==> src/rtl/pagewr_pkg.sv <==
package pagewr_pkg;

  typedef enum logic [1:0] {
    ST_IDLE = 2'd0,
    ST_SCAN = 2'd1,
    ST_HOLD = 2'd2
  } seqState_t;

  // Strobes from control to datapath
  typedef struct packed {
    logic loadPtr;    // take a new word address, drop buffer
    logic storeByte;  // capture byte into current slot
    logic arm;        // start commit scan
    logic drop;       // discard buffer without writing
    logic scanEn;     // scan phase: present one slot per cycle
    logic finish;     // write period over, clear buffer
  } ctlStrobe_t;

endpackage

==> src/rtl/pagewr_ctrl.sv <==
module pagewr_ctrl
  import pagewr_pkg::*;
#(
  parameter int PAGE_BYTES = 8,
  parameter int WR_CYCLES  = 2000000
) (
  input  logic       clk,
  input  logic       rstN,
  input  logic       addrLoad,
  input  logic       byteWr,
  input  logic       stopEvt,
  input  logic       wpLevel,
  input  logic       anyValid,
  output ctlStrobe_t ctl,
  output logic       busy
);

  localparam int TMR_W = $clog2(WR_CYCLES + 1);
  localparam logic [TMR_W-1:0] SCAN_END = TMR_W'(PAGE_BYTES - 1);
  localparam logic [TMR_W-1:0] LAST_T   = TMR_W'(WR_CYCLES - 1);

  seqState_t state, nextState;
  logic [TMR_W-1:0] timer;

  always_comb begin
    ctl       = '0;
    nextState = state;
    unique case (state)
      ST_IDLE: begin
        if (stopEvt) begin
          if (wpLevel && anyValid) begin
            ctl.arm   = 1'b1;
            nextState = ST_SCAN;
          end else begin
            ctl.drop = 1'b1;
          end
        end else if (addrLoad) begin
          ctl.loadPtr = 1'b1;
        end else if (byteWr) begin
          ctl.storeByte = 1'b1;
        end
      end
      ST_SCAN: begin
        ctl.scanEn = 1'b1;
        if (timer == SCAN_END) nextState = ST_HOLD;
      end
      ST_HOLD: begin
        if (timer == LAST_T) begin
          ctl.finish = 1'b1;
          nextState  = ST_IDLE;
        end
      end
      default: nextState = ST_IDLE;
    endcase
  end

  always_ff @(posedge clk) begin
    if (!rstN) begin
      state <= ST_IDLE;
      timer <= '0;
    end else begin
      state <= nextState;
      if (ctl.arm)               timer <= '0;
      else if (state != ST_IDLE) timer <= timer + TMR_W'(1);
    end
  end

  assign busy = (state != ST_IDLE);

endmodule

==> src/rtl/pagewr_dpath.sv <==
module pagewr_dpath
  import pagewr_pkg::*;
#(
  parameter int ADDR_W     = 7,
  parameter int DATA_W     = 8,
  parameter int PAGE_BYTES = 8
) (
  input  logic              clk,
  input  logic              rstN,
  input  ctlStrobe_t        ctl,
  input  logic [ADDR_W-1:0] addrIn,
  input  logic [DATA_W-1:0] byteIn,
  output logic              anyValid,
  output logic [ADDR_W-1:0] ptr,
  output logic              arrWe,
  output logic [ADDR_W-1:0] arrAddr,
  output logic [DATA_W-1:0] arrData
);

  localparam int SLOT_W = $clog2(PAGE_BYTES);
  localparam int PAGE_W = ADDR_W - SLOT_W;

  logic [PAGE_W-1:0]     pageSel;
  logic [SLOT_W-1:0]     slotSel;
  logic [SLOT_W-1:0]     scanIdx;
  logic [PAGE_BYTES-1:0] validMask;
  logic [DATA_W-1:0]     slotData [PAGE_BYTES];

  assign pageSel = ptr[ADDR_W-1:SLOT_W];
  assign slotSel = ptr[SLOT_W-1:0];

  // Pointer: full load, or low-bit step inside the page
  always_ff @(posedge clk) begin
    if (!rstN) begin
      ptr <= '0;
    end else if (ctl.loadPtr) begin
      ptr <= addrIn;
    end else if (ctl.storeByte) begin
      ptr <= {pageSel, slotSel + SLOT_W'(1)};
    end
  end

  // Slot storage, one register per slot
  for (genvar g = 0; g < PAGE_BYTES; g++) begin : gSlot
    always_ff @(posedge clk) begin
      if (ctl.storeByte && (slotSel == SLOT_W'(g)))
        slotData[g] <= byteIn;
    end

    always_ff @(posedge clk) begin
      if (!rstN)
        validMask[g] <= 1'b0;
      else if (ctl.loadPtr || ctl.drop || ctl.finish)
        validMask[g] <= 1'b0;
      else if (ctl.storeByte && (slotSel == SLOT_W'(g)))
        validMask[g] <= 1'b1;
    end
  end

  // Commit scan index
  always_ff @(posedge clk) begin
    if (!rstN)           scanIdx <= '0;
    else if (ctl.arm)    scanIdx <= '0;
    else if (ctl.scanEn) scanIdx <= scanIdx + SLOT_W'(1);
  end

  assign anyValid = |validMask;
  assign arrWe    = ctl.scanEn && validMask[scanIdx];
  assign arrAddr  = {pageSel, scanIdx};
  assign arrData  = slotData[scanIdx];

endmodule

==> src/rtl/pagewr_seq.sv <==
module pagewr_seq
  import pagewr_pkg::*;
#(
  parameter int ADDR_W     = 7,
  parameter int DATA_W     = 8,
  parameter int PAGE_BYTES = 8,
  parameter int WR_CYCLES  = 2000000
) (
  input  logic              clk,
  input  logic              rstN,
  input  logic              addrLoad,
  input  logic [ADDR_W-1:0] addrIn,
  input  logic              byteWr,
  input  logic [DATA_W-1:0] byteIn,
  input  logic              stopEvt,
  input  logic              wpLevel,
  output logic              busy,
  output logic [ADDR_W-1:0] ptr,
  output logic              arrWe,
  output logic [ADDR_W-1:0] arrAddr,
  output logic [DATA_W-1:0] arrData
);

  ctlStrobe_t ctl;
  logic       anyValid;

  pagewr_ctrl #(
    .PAGE_BYTES(PAGE_BYTES),
    .WR_CYCLES (WR_CYCLES)
  ) u_ctrl (
    .clk     (clk),
    .rstN    (rstN),
    .addrLoad(addrLoad),
    .byteWr  (byteWr),
    .stopEvt (stopEvt),
    .wpLevel (wpLevel),
    .anyValid(anyValid),
    .ctl     (ctl),
    .busy    (busy)
  );

  pagewr_dpath #(
    .ADDR_W    (ADDR_W),
    .DATA_W    (DATA_W),
    .PAGE_BYTES(PAGE_BYTES)
  ) u_dpath (
    .clk     (clk),
    .rstN    (rstN),
    .ctl     (ctl),
    .addrIn  (addrIn),
    .byteIn  (byteIn),
    .anyValid(anyValid),
    .ptr     (ptr),
    .arrWe   (arrWe),
    .arrAddr (arrAddr),
    .arrData (arrData)
  );

endmodule

==> config.mk <==
export PLATFORM = sky130hd
export DESIGN_NAME = pagewr_seq
export DESIGN_NICKNAME = d
export VERILOG_FILES = /design/src/rtl/pagewr_pkg.sv /design/src/rtl/pagewr_ctrl.sv /design/src/rtl/pagewr_dpath.sv /design/src/rtl/pagewr_seq.sv
export SDC_FILE = /design/constraint.sdc
export NUM_CORES = 1
export LEC_CHECK = 0
export CORE_MARGIN = 5
export CORE_UTILIZATION = 55
export CTS_CLUSTER_SIZE = 40
export DETAILED_ROUTE_END_ITERATION = 10
export GPL_TIMING_DRIVEN = 0
export HOLD_SLACK_MARGIN = 0.15
export MAX_ROUTING_LAYER = met4
export PLACE_DENSITY = 0.82
export SLEW_MARGIN = 10
export SYNTH_ARGS = -nofsm -noshare
export SYNTH_HDL_FRONTEND = slang
export SYNTH_SLANG_ARGS = --single-unit
==> constraint.sdc <==
create_clock -name clk -period 2.56 [get_ports clk]
set_input_delay 0.512 -clock clk [delete_from_list [all_inputs] [get_ports clk]]
set_output_delay 0.512 -clock clk [all_outputs]
set_load 0.1 [all_outputs]
; Word-level counts from Yosys, hierarchy flattened
; Memory sizes are Yosys's and may differ from the RTL's. A register that Yosys moved wholly into a read port is not among the register bits.
; Index checks and enable logic that the tools add are counted.
[totals]
register_bits = 41
ramBits = 64
input_bits = 21
output_inout_bits = 24
elab_cells = 120
mem_count = 1
[memory_table]
columns = memory, depth, width, read_ports, rd_ports_with_merged_regs, write_ports, line
row1 = u_dpath.slotData, 8, 8, 1, 1, 1, pagewr_dpath.sv:27  ; logic [DATA_W-1:0] slotData [PAGE_BYTES];
[op_classes]
n_addsub = 3
n_lt_le_gt_ge = 1
eq_ne = 15
n_mux = 59
n_bitwise = 1
reduce_logical = 27
[ops]
columns = op, count
row1 = OR reduction 8 bit, 8
row2 = two-way mux 8 bit, 7
row3 = two-way mux 1 bit, 32
row4 = two-way mux 3 bit, 10
row5 = "adder 21 x 1 -> 21 bit, second input constant", 1
row6 = "equality test 21 bit, second input constant", 1
row7 = "equality test 21 x 3 -> 1 bit, second input constant", 1
row8 = "equality test 3 bit, second input constant", 4
row9 = two-way mux 2 bit, 6
row10 = logical AND 1 bit, 10
row11 = two-way mux 7 bit, 1
row12 = "adder 3 x 1 -> 3 bit, second input constant", 2
row13 = "equality test 3 x 2 -> 1 bit, second input constant", 2
row14 = "inequality test 2 x 1 -> 1 bit, second input constant", 3
row15 = case mux 2 bit (3 select lines), 1
row16 = "less-than comparator 3 x 4 -> 1 bit, second input constant", 1
row17 = two-way mux 4 bit, 1
row18 = AND reduction 4 bit, 1
row19 = nonzero test 2 bit, 2
row20 = OR reduction 2 bit, 2
row21 = binary-select mux 1 bit (select 3 bit), 1
row22 = "equality test 3 x 1 -> 1 bit, second input constant", 1
row23 = logical NOT 3 bit, 1
row24 = "equality test 2 x 1 -> 1 bit, second input constant", 1
row25 = 5 further kinds, 6

; Longest topological paths before layout
[logic_depth]
word_depth = 16
ltp_mapped = 6
ltp_nobuf = 5

; Modules after synthesis
; From an unflattened synthesis, not the netlist that was laid out.
[hier_totals]
cells_unflattened = 335
area_unflattened_um2 = 4570.6
[by_module_without_submodules]
columns = module, instances, cells_per_inst, area_per_inst_um2, seq_area_each_um2
row1 = pagewr_dpath, 1, 196, 3437.0, 2342.2
row2 = pagewr_ctrl, 1, 139, 1133.6, 460.4

; Worst setup path before layout
; No wires, ideal clock.
[synth_timing]
path_kind = register -> output
start = register u_dpath.scanIdx[0]
end = output port arrWe
arrival_ns = 3.526
required_time_ns = 2.048
setup_slack_ns = -1.478
path_stages_with_launch = 4
path_buffers = 0
path_cell_list = dfxtp_1 mux4_2 mux2i_1 nor3_1
[synth_between]
elab_chain_cells = 3
[synth_rtl]
columns = element, line
row1 = start: declaration, pagewr_dpath.sv:25  ; logic [SLOT_W-1:0] scanIdx;
row2 = start signal: assignment, pagewr_dpath.sv:64  ; else if (ctl.scanEn) scanIdx <= scanIdx + SLOT_W'(1);
row3 = binary-select mux 1 bit (select 3 bit), pagewr_dpath.sv:68  ; assign arrWe = ctl.scanEn && validMask[scanIdx];
row4 = two-way mux 1 bit (not written as such), pagewr_dpath.sv:68
row5 = logical AND 1 bit, pagewr_dpath.sv:68
row6 = end: declaration, pagewr_seq.sv:19  ; output logic arrWe,
; No other way between the ends. The select of a mux whose other input is x is not followed.

; Worst setup path after layout
[layout_timing]
start = register u_dpath.ptr[5]
end = output port ptr[5]
[layout_rtl]
columns = element, line
row1 = start: declaration, pagewr_dpath.sv:14  ; output logic [ADDR_W-1:0] ptr,
row2 = start signal: assignment, pagewr_dpath.sv:37  ; ptr <= addrIn;
row3 = start signal: assignment, pagewr_dpath.sv:39  ; ptr <= {pageSel, slotSel + SLOT_W'(1)};
row4 = end: declaration, pagewr_seq.sv:18  ; output logic [ADDR_W-1:0] ptr,
; No word-level cell between the ends.

==> impl_metrics.csv <==
group,metric,value,unit
clocking,clock-sinks,108,
clocking,cts_buffers,9,
worst_hold_path,holdPathEnd,"u_dpath.ptr[3]",
setup_path,critPathLaunchType,"flip-flop",
clocking,cts_buffer_depth,2,
floorplan,dieArea,0.0101,mm²
drt,route.detailed.drc,0,
global_routing,grt_pass1_vias,3058,
global_routing,overflow,0,
placement,portBuffers,43,
global_routing,grt_pass1_wl,15600,µm
setup_path,critPathCaptureType,"output pin",
logic_synthesis,synth_top_area_cell,"edfxtp_1",
floorplan,pin_count,45,
placement,post-place-ws,-1.09,ns
drt,vias_per_cell,5.94,
placement,placed_cell_area,0.00510,mm²
timing,clock.fmax,401,MHz
setup_path,r2r_start,"u_ctrl.state[0]",
logic_synthesis,ys.flop_type,"edfxtp_1",
floorplan,fp.dieW,101,µm
pwr,power_density,587,mW/mm²
logic_synthesis,synth_top_area_share,42.4,%
setup_path,cpPeakStageDelay,1.12,ns
worst_hold_path,worstHoldPathCells,2,
cells_and_area,fin_util,65.6,%
floorplan,rows,33,
logic_synthesis,synth_fp_nets,367,
logic_synthesis,syn_inst,338,
setup_path,criticalPathCategory,"reg2out",
cells_and_area,fin_area,0.00534,mm²
cells_and_area,multi_input_area,0.00163,mm²
clocking,root_buffer,"clkbuf_8",
global_routing,antenna_found_initial,0,
logic_synthesis,yosysSeqAreaShare,61.9,%
setup_path,rrSetupSlack,0.24,ns
logic_synthesis,syn_area,0.00453,mm²
drt,wirelength,9430,µm
timing,finalCriticalPeriod,2.50,ns
drt,drt_first_pass_iters,4,
pwr,p_leak,0.00183,µW
drt,final_antenna_net_count,0,
logic_synthesis,ys_warn_count,0,
clocking,cts_tree,"built",
cells_and_area,drive_above_1_share,19.6,%
drt,routedWlPerCell,18.8,µm
setup_path,ff2ff_path_depth,4,
worst_hold_path,hp-class,"reg2reg",
placement,dpl.hpwl,6480,µm
timing,setup_viol,0,
setup_path,worstPathRequired,2.05,ns
cells_and_area,nNetsFinal,421,
cells_and_area,diodes,0,
timing,setup_tns,0,ns
setup_path,crit_slowest_cell,"clkdlybuf4s50_1",
global_routing,grt_max_degree,22,
setup_path,crit_fanout,3,
logic_synthesis,synthArstFlopShare,0,%
worst_hold_path,min_from,"u_dpath.ptr[3]",
setup_path,arrival,1.98,ns
timing,worst_pin_slew,1.01,ns
floorplan,die_h,101,µm
clocking,clk_pin_slew_worst_paths,0.10,ns
placement,place_congestion,0.776,
logic_synthesis,synth-seq-cells,108,
clocking,htreeDepth,3,
logic_synthesis,ys_top_cells_by_count,"edfxtp_1, dfxtp_1, a21oi_1",
clocking,clk_latency,0.39,ns
cells_and_area,seq_area,0.00281,mm²
cells_and_area,syn_to_final_growth,17.9,%
timing,finalClockSkew,0.0138,ns
logic_synthesis,synth-edff-count,64,
floorplan,core,0.00813,mm²
pwr,ir_worst_vdd,0.283,mV
global_routing,grt_usage,20.7,%
floorplan,start_util,55.7,%
timing,maxSlewHeadroom,32.5,%
timing,hold_viol_final,0,
setup_path,crit_chain,"buf_4 > clkdlybuf4s50_1",
run_status,status,"finished clean",
timing,worst_slack,0.0635,ns
setup_path,timing.rr.end,"u_dpath.slotData[0][3]",
drt,num_vias,2984,
cells_and_area,fillers,590,
logic_synthesis,synth.area.top_cells,"edfxtp_1, dfxtp_1, mux4_2",
timing,slew_violations,0,
drt,drt_iter0_markers,158,
timing,finalCritPeriodShare,97.5,%
logic_synthesis,yosysMostFrequentCell,"edfxtp_1",
logic_synthesis,synth.avg_cell_area,13.4,µm²
timing,rsz0062_at_grt,"no",
logic_synthesis,synth.distinct_cells,48,
run,drv_cap,0,
-- cells in the final DEF (no fill, tap or decap), types with 3 or more instances in the layout --
cell type        Yosys  routed
nand2_1             18      18
mux2i_1              3       3
nand3_1             11      11
nor3_1              13      11
inv_1                7       7
nand4_1              6       6
o21ai_0             10      10
and3_1               5       5
or4_1                4       4
edfxtp_1            64      64
mux4_2              18      18
dfxtp_2              0       3
a21oi_1             22      22
ha_1                 8       8
clkbuf_8             0      10
xor2_1               9       9
clkbuf_1             9       6
xnor2_1              4       4
dfxtp_1             44      40
buf_4                4      13
and2_1               5       5
nor4_1               6       5
or3_1                4       4
clkdlybuf4s50_1      0      29
a31oi_1              3       3
nor2_1              17      17
or3_2                3       3
mux2_2               8       8
o31ai_1              3       3
o211ai_1             3       3
dlymetal6s2s_1       0       4
-- stage by stage --
step | std cells | power (µW) | hold slack [ns]
2_1_floorplan | 338 | 2060 | 0.461
3_3_place_gp | 486 | 2140 | 0.463
3_5_place_dp | 486 | 2150 | 0.468
4_1_cts | 502 | 3150 | 0.485
5_1_grt | 502 | 3250 | 0.522
6_report | 502 | 3130 | 0.482
-- layer usage --
layer | part of all wire (%) | vias to the layer above | track usage [%] | wire length [µm]
met5 | 0 | - | - | 0
met3 | 4.7 | 11 | 4.29 | 445
met2 | 51 | 79 | 33.5 | 4790
met1 | 43 | 1492 | 26.2 | 4060
li1 | - | 1402 | - | -
met4 | 1.4 | 0 | 6.53 | 134
-- how the worst max path moves through the flow --
stage	start	endpoint	slack [ns]	cells after the start
finish	u_dpath.ptr[5]	ptr[5]	0.06	2
floorplan	flip-flop	arrData[0]	0.03	4
detailed placement	flip-flop	arrData[2]	-1.09	5
CTS	flip-flop	arrData[7]	0.0003	4
global route	flip-flop	arrData[1]	0.002	4
global placement	flip-flop	arrData[4]	-0.98	5
-- flip-flops by register name, summed over array words and instances, names as in the netlist, named ones only --
name and count:
u_ctrl.state 2, u_ctrl.timer 21, u_dpath.ptr 7, u_dpath.scanIdx 3
u_dpath.slotData 64, u_dpath.validMask 8
-- cell families after synthesis --
group	after synthesis	share of synthesized area, %
xor+xnor	13	2.51
mux	29	11.6
compound gates	50	6.47
fa+ha+maj	8	2.21
simple gates	103	12.5
flops	108	61.9
buf+inv	27	2.79
-- power by group --
part	switching [µW]	internal (µW)	total [µW]
registers	9.47	1850	1860
logic	170	78.7	249
clock network	638	386	1020
-- worst max-delay path: cells and delay by family (launching register included) --
family                 cells  cell delay (ns)
buffers and inverters      2             1.24
DFF                        1             0.37
-- area by class of cell --
cell class | count | share of cell area, %
clock inverters | 7 | 1.38
flip-flops and latches | 108 | 52.6
multi-input cells | 203 | 30.5
clock buffers | 9 | 2.32
plain buffers | 17 | 2.06
well taps | 105 | 2.46
repair buffers | 45 | 8.09
inverters | 8 | 0.563
-- timing repair --
action | 4_1_cts | 5_1_grt
setup buffers | 2 | 0
setup endpoints to repair | 74 | 37
hold buffers | 0 | 0
resized for setup | 63 | 21
hold endpoints to repair | 0 | 0
Power figures use the tool's default switching activity.
